### src/rtl/dptr_pkg.sv
package dptr_pkg;
  localparam int DST_W = 4;
  localparam logic [DST_W-1:0] DST_DP = 4'd4;
  localparam logic [DST_W-1:0] DST_RP = 4'd5;

  typedef enum logic [1:0] {
    LOW_KEEP = 2'd0,
    LOW_INC  = 2'd1,
    LOW_DEC  = 2'd2,
    LOW_CLR  = 2'd3
  } low_mode_e;
endpackage

### src/rtl/dptr_dp_unit.sv
module dptr_dp_unit
  import dptr_pkg::*;
#(
  parameter int DP_W  = 8,
  parameter int LOW_W = 4
) (
  input  logic                  clk_i,
  input  logic                  rst_ni,
  input  logic                  en_i,
  input  low_mode_e             low_mode_i,
  input  logic [DP_W-LOW_W-1:0] hi_mask_i,
  input  logic                  load_en_i,
  input  logic [DP_W-1:0]       load_i,
  output logic [DP_W-1:0]       dp_o
);
  localparam int HI_W = DP_W - LOW_W;
  typedef logic [LOW_W-1:0] low_t;
  typedef logic [HI_W-1:0]  hi_t;

  logic [DP_W-1:0] dp_q, dp_d;
  low_t low_d;

  always_comb begin
    case (low_mode_i)
      LOW_INC: low_d = dp_q[LOW_W-1:0] + low_t'(1);
      LOW_DEC: low_d = dp_q[LOW_W-1:0] - low_t'(1);
      LOW_CLR: low_d = '0;
      default: low_d = dp_q[LOW_W-1:0];
    endcase
    dp_d = load_en_i ? load_i : {dp_q[DP_W-1:LOW_W] ^ hi_mask_i, low_d};
  end

  always_ff @(posedge clk_i or negedge rst_ni) begin
    if (!rst_ni)   dp_q <= '0;
    else if (en_i) dp_q <= dp_d;
  end

  assign dp_o = dp_q;

  a_r2_dp_hold: assert property (@(posedge clk_i) disable iff (!rst_ni)
    !en_i |=> $stable(dp_o));
  a_r4_low_inc: assert property (@(posedge clk_i) disable iff (!rst_ni)
    en_i && !load_en_i && low_mode_i == LOW_INC |=>
      dp_o[LOW_W-1:0] == low_t'($past(dp_o[LOW_W-1:0]) + low_t'(1)));
  a_r5_low_dec: assert property (@(posedge clk_i) disable iff (!rst_ni)
    en_i && !load_en_i && low_mode_i == LOW_DEC |=>
      dp_o[LOW_W-1:0] == low_t'($past(dp_o[LOW_W-1:0]) - low_t'(1)));
  a_r6_low_clr: assert property (@(posedge clk_i) disable iff (!rst_ni)
    en_i && !load_en_i && low_mode_i == LOW_CLR |=> dp_o[LOW_W-1:0] == '0);
  a_r7_hi_xor: assert property (@(posedge clk_i) disable iff (!rst_ni)
    en_i && !load_en_i |=>
      dp_o[DP_W-1:LOW_W] == hi_t'($past(dp_o[DP_W-1:LOW_W]) ^ $past(hi_mask_i)));
  a_r8_dp_load: assert property (@(posedge clk_i) disable iff (!rst_ni)
    en_i && load_en_i |=> dp_o == $past(load_i));
endmodule

### src/rtl/dptr_rp_unit.sv
module dptr_rp_unit #(
  parameter int RP_W = 10
) (
  input  logic            clk_i,
  input  logic            rst_ni,
  input  logic            en_i,
  input  logic            dec_i,
  input  logic            load_en_i,
  input  logic [RP_W-1:0] load_i,
  output logic [RP_W-1:0] rp_o
);
  typedef logic [RP_W-1:0] rp_t;
  rp_t rp_q;

  always_ff @(posedge clk_i or negedge rst_ni) begin
    if (!rst_ni)        rp_q <= '0;
    else if (en_i) begin
      if (load_en_i)    rp_q <= load_i;
      else if (dec_i)   rp_q <= rp_q - rp_t'(1);
    end
  end

  assign rp_o = rp_q;

  a_r2_rp_hold: assert property (@(posedge clk_i) disable iff (!rst_ni)
    !en_i |=> $stable(rp_o));
  a_r9_rp_dec: assert property (@(posedge clk_i) disable iff (!rst_ni)
    en_i && !load_en_i && dec_i |=> rp_o == rp_t'($past(rp_o) - rp_t'(1)));
  a_r9_rp_keep: assert property (@(posedge clk_i) disable iff (!rst_ni)
    en_i && !load_en_i && !dec_i |=> $stable(rp_o));
  a_r10_rp_load: assert property (@(posedge clk_i) disable iff (!rst_ni)
    en_i && load_en_i |=> rp_o == $past(load_i));
endmodule

### src/rtl/dptr_mod.sv
module dptr_mod
  import dptr_pkg::*;
#(
  parameter int DP_W   = 8,
  parameter int LOW_W  = 4,
  parameter int RP_W   = 10,
  parameter int LOAD_W = 16
) (
  input  logic              clk_i,
  input  logic              rst_ni,
  input  logic              en_i,
  input  logic [1:0]        low_mode_i,
  input  logic [DP_W-LOW_W-1:0] hi_mask_i,
  input  logic              rp_dec_i,
  input  logic [DST_W-1:0]  dst_i,
  input  logic [LOAD_W-1:0] load_i,
  output logic [DP_W-1:0]   dp_o,
  output logic [RP_W-1:0]   rp_o
);
  localparam int MAX_W = (DP_W > RP_W) ? DP_W : RP_W;

  logic dp_load, rp_load;
  logic unused_load;

  assign dp_load     = (dst_i == DST_DP);
  assign rp_load     = (dst_i == DST_RP);
  assign unused_load = ^load_i[LOAD_W-1:MAX_W];

  dptr_dp_unit #(.DP_W(DP_W), .LOW_W(LOW_W)) u_dp (
    .clk_i      (clk_i),
    .rst_ni     (rst_ni),
    .en_i       (en_i),
    .low_mode_i (low_mode_e'(low_mode_i)),
    .hi_mask_i  (hi_mask_i),
    .load_en_i  (dp_load),
    .load_i     (load_i[DP_W-1:0]),
    .dp_o       (dp_o)
  );

  dptr_rp_unit #(.RP_W(RP_W)) u_rp (
    .clk_i     (clk_i),
    .rst_ni    (rst_ni),
    .en_i      (en_i),
    .dec_i     (rp_dec_i),
    .load_en_i (rp_load),
    .load_i    (load_i[RP_W-1:0]),
    .rp_o      (rp_o)
  );

  // a load of one pointer leaves the other on its modify path
  a_r11_dp_not_held: assert property (@(posedge clk_i) disable iff (!rst_ni)
    en_i && rp_load && low_mode_i == 2'd3 |=> dp_o[LOW_W-1:0] == '0);
  a_r1_reset_zero: assert property (@(posedge clk_i)
    !rst_ni |-> dp_o == '0 && rp_o == '0);
endmodule

### config.mk
export PLATFORM = sky130hd
export DESIGN_NAME = dptr_mod
export DESIGN_NICKNAME = d
export VERILOG_FILES = /design/src/rtl/dptr_pkg.sv /design/src/rtl/dptr_dp_unit.sv /design/src/rtl/dptr_rp_unit.sv /design/src/rtl/dptr_mod.sv
export SDC_FILE = /design/constraint.sdc
export NUM_CORES = 1
export LEC_CHECK = 0
export ABC_CLOCK_PERIOD_IN_PS = 2500
export BUFFER_PORTS_ARGS = -buffer_cell sky130_fd_sc_hd__buf_2
export CORE_ASPECT_RATIO = 1.4
export CORE_MARGIN = 3
export CORE_UTILIZATION = 48
export CTS_CLUSTER_SIZE = 16
export DETAILED_ROUTE_END_ITERATION = 16
export PLACE_DENSITY = 0.79
export SYNTH_ARGS = -nofsm -noshare
export SYNTH_HDL_FRONTEND = slang
export SYNTH_SLANG_ARGS = --single-unit
### constraint.sdc
create_clock -name clk_i -period 2.5 [get_ports clk_i]
set_input_delay 0.5 -clock clk_i [delete_from_list [all_inputs] [get_ports clk_i]]
set_output_delay 0.5 -clock clk_i [all_outputs]
set_load 0.05 [all_outputs]
==> Word level (Yosys, flattened, before mapping) <==
Index checks and enable logic that the tools add are counted.
{ "word_totals": {"word_cells": 20, "output_inout_bits": 18, "register_bits": 18, "in_bits": 30} }
{ "classes": {"n_reduce_logical": 4, "eq_ne": 5, "n_addsub": 3, "n_mux": 4, "bitwise": 1} }
{ "op_table": {"columns": ["operator", "count"], "rows": [
  ["$mux W10", 2],
  ["$pmux W4 S3", 1],
  ["$sub A10 B1 Y10 const B", 1],
  ["$eq A4 B3 Y1 const B", 2],
  ["$mux W8", 1],
  ["$add A4 B1 Y4 const B", 1],
  ["$eq A2 B2 Y1 const B", 2],
  ["$reduce_and A2 Y1", 2],
  ["$reduce_bool A4 Y1", 1],
  ["$sub A4 B1 Y4 const B", 1],
  ["$xor A4 B4 Y4", 1],
  ["$eq A2 B1 Y1 const B", 1],
  ["$reduce_bool A2 Y1", 1]
]} }

==> Longest topological paths before layout <==
{ "depth": {"word_depth": 3, "depth_mapped": 8, "depth_no_buf": 8} }

==> Modules after synthesis <==
From an unflattened synthesis, not the netlist that was laid out.
{ "unflattened": {"hier_cells": 136, "area_unflattened_um2": 1179.9} }
{ "modules_own_cells": {"columns": ["module", "cells_each", "seq_area_each_um2", "area_per_inst_um2", "instances"], "rows": [
  ["dptr_rp_unit", 70, 250.2, 620.6, 1],
  ["dptr_dp_unit", 64, 200.2, 531.8, 1],
  ["dptr_mod", 2, 0.0, 27.5, 1]
]} }

==> Least setup slack after synthesis <==
OpenSTA, ideal clock, no wires.
{ "synth_path": {"kind": "reg2reg", "startpoint": "register u_rp.rp_q[0], in the netlist u_rp.rp_o[0]", "endpoint": "register u_rp.rp_q[8], in the netlist u_rp.rp_o[8]", "arrival_ns": 1.968, "path_buffers": 0, "setup_ns": 0.086, "setup_slack_ns": 0.446, "period_less_slack_ns": 2.054, "path_stages_with_launch": 7, "required_ns": 2.414, "cell_sequence": "dfrtp_1 inv_1 ha_1 or3b_4 or3_4 o2bb2a_4 o221ai_2"} }
{ "synth_between": {"elab_chain_cells": 3} }
{ "synth_rtl": {"columns": ["item", "line", "text"], "rows": [
  ["start, declared", "dptr_rp_unit.sv:13", "rp_t rp_q;"],
  ["start signal, assigned", "dptr_rp_unit.sv:18", "if (load_en_i) rp_q <= load_i;"],
  ["start signal, assigned", "dptr_rp_unit.sv:19", "else if (dec_i) rp_q <= rp_q - rp_t'(1);"],
  ["$sub A10 B1 Y10", "dptr_rp_unit.sv:19", null],
  ["$mux W10", "dptr_rp_unit.sv:19", null],
  ["$mux W10", "dptr_rp_unit.sv:18", null]
]} }
No other way between the ends. The select of a mux whose other input is x is not followed.
A chain may end at the register's enable or synchronous reset.

==> Worst setup path after layout <==
Ends and elaborated chain as after synthesis.

==> out/results.ini <==
[outcome]
outcome=completed

[job]
drv_cap=0

[detailed_routing]
vias=1171
wl_mm=2.95
viasPerCell=5.63
antenna_left=0
drcViolationCount=0
wl_per_cell_um=14.2
drt_first_pass_iters=4
drt_iter0_drc=27

[critical_path]
start_kind=flop
cp_max_fo=4
endpoint_kind=flop
crit_required_ns=2.67
slowest_delay_ns=0.42
crit_chain=inv_1 -> ha_1 -> or3b_4 -> or3_4 -> nor3_1 -> o221ai_2
slowest_stage=or3b_4
critPathArrivalTime_ns=2.11
crit_type=flop to flop

[place]
port_buffers=41
globalplace.congestion=0.807
hpwl_mm=2.34

[timing]
fin_setup_tns_ns=0
timing.hold.ws_ns=0.115
worstMarginPinSlew_ns=0.787
max_slew_margin=0.471
setup_viol=0
period_share=0.775
fmax_ghz=0.516
final_hold_viol_count=0
rsz0062_at_grt=no
finalCriticalPeriod_ns=1.94
slew_violations=0
fin_worst_skew_ns=0.00102

[clock_tree]
clock-root-buffer=clkbuf_4
cts_setup_buffers=0
hold_buffers=0
clkTransAtPathRegs_ns=0.10
clock_sinks=18
ctsResizeCount=0
cts_inserted_buffers=3
cts_tree=done
cts_max_path_buffers=2
htreeDepth=1
worstSkewPairLatency_ns=0.29

[logic_synthesis]
synth_nets=171
avgSynthCellArea_um2=8.98
synthCells=135
yosys_warnings=0
seq_area_frac_synth=0.372
postSynth.asyncResetShare=1.00
synth_enable_flop_cells=0
synth_seq_cells=18
synthesis.area_um2=1210
ys_types=39
synth_flop_cell=dfrtp_1

[final_layout]
layout.nets=213
areaGrowthSynthToFinish_pct=21.1
antenna_cells=0
final_layout_size_suffix_gt1_frac=0.309
num-fill-cells=196

[floorplan]
die_width_um=48.5
ioPinCount=48
initial_core_util=0.532
core_area_um2=2280
dieArea_um2=3170
die_h_um=65.5
rows=20

[grt]
grt.total_usage=0.198
antenna_found_initial=0
met2_usage=0.366
met3_usage=0.0317
grt_overflow=0
grt_pass1_vias=1122
grt_max_degree=19
grt_util_met1=0.215
grt_pass1_wl_mm=4.90
top_usage_layer=met2

[pwr]
p_leak_uw=0.000679
power.density_nw_per_um2=1050
ir_worst_vdd_uv=595

[hold_path]
hold_path.class=input port to async pin

[cell families (layout without fill, tap and decap cells)]
| group | Yosys count | in the layout | share of synthesized area |
|---|---|---|---|
| AO/OA/AOI/OAI | 53 | 53 | 0.288 |
| XOR/XNOR | 4 | 4 | 0.0289 |
| adder cells (fa/ha/maj) | 6 | 6 | 0.0619 |
| buffers and inverters | 11 | 51 | 0.0392 |
| flip-flops | 18 | 18 | 0.372 |
| AND/OR/NAND/NOR | 43 | 43 | 0.211 |
[per-stage QoR]
step                setup WS, ns  std cells  instance area, µm²  power (µW)  utilization
finish                     0.564        208                1470        1540        0.645
floorplan                  0.446        135                1210        1180            -
global route               0.490        208                1470        1640        0.645
detailed placement         0.426        205                1450        1400        0.635
CTS                        0.562        208                1470        1550        0.645
global placement           0.485        205                1450        1370        0.635
[worst max-delay path: cells and delay by family (launching register included)]
| kind | cells | cell delay, ns |
|---|---|---|
| AND/OR/NAND/NOR | 3 | 1.00 |
| adder cells (fa/ha/maj) | 1 | 0.19 |
| flip-flops | 1 | 0.41 |
| AO/OA/AOI/OAI | 1 | 0.12 |
| buffers and inverters | 1 | 0.10 |
[cell type report]
class / count / area, µm² / share of cell area
Inverter: 5 / 18.8 / 0.0128
Timing Repair Buffer: 43 / 220 / 0.150
Sequential cell: 18 / 450 / 0.307
Tap cell: 33 / 41.3 / 0.0281
Clock buffer: 3 / 22.5 / 0.0153
Multi-Input combinational cell: 106 / 714 / 0.487
[placed cells by master, fill, tap and decap left out, drive strengths merged, types with 4 or more instances in the layout]
| cell | n |
|---|---|
| nor2 | 8 |
| buf | 43 |
| a2bb2oi | 4 |
| a21oi | 16 |
| nand2 | 10 |
| inv | 5 |
| nand3 | 7 |
| o21ai | 15 |
| nor3 | 5 |
| dfrtp | 18 |
| ha | 6 |
| o21a | 5 |
[flip-flops by register name (all words and copies together), names as in the netlist]
signal / cells
u_rp.rp_o: 10
u_dp.dp_o: 8
[where the power goes]
group	internal [µW]	leakage [µW]	switching (µW)
Combinational	270	0.000453	607
Sequential	395	0.000212	125
Clock	56.2	0.0000138	88.6
Total	720	0.000679	821
[final timing paths]
check / startpoint / to / slack, ns / cells after the start
max reg2reg: u_rp.rp_o[0] / u_rp.rp_o[8] / 0.56 / 6
min in group clk_i: load_i[0] / u_rp.rp_o[0] / 0.47 / 3
min reg2reg: u_dp.dp_o[2] / u_dp.dp_o[2] / 0.52 / 2
min: rst_ni / u_dp.dp_o[4] / 0.12 / 1
max in group asynchronous: rst_ni / u_dp.dp_o[0] / 2.10 / 1
max: u_rp.rp_o[0] / u_rp.rp_o[8] / 0.56 / 6
[Yosys cell counts, types with 2 or more instances]
cell type	count	area, µm²
o31ai_1	2	15.0
nor3b_1	2	15.0
inv_1	5	18.8
xor2_1	2	17.5
a21oi_1	16	80.1
o21a_1	5	37.5
nand2_1	10	37.5
and3_1	2	12.5
nand3_1	7	35.0
a2bb2oi_1	4	35.0
xnor2_1	2	17.5
o211ai_1	2	15.0
o22ai_1	3	18.8
clkbuf_1	2	7.51
nor3_1	5	25.0
ha_1	6	75.1
nor2_1	8	30.0
dfrtp_1	18	450
o21ai_0	14	70.1
[metal layers]
| metal | wire [µm] | vias to the layer above |
|---|---|---|
| li1 | - | 581 |
| met1 | 1220 | 549 |
| met2 | 1520 | 35 |
| met3 | 153 | 6 |
| met4 | 59 | 0 |
| met5 | 0 | - |
No activity file was read; power rests on OpenSTA's default activity.
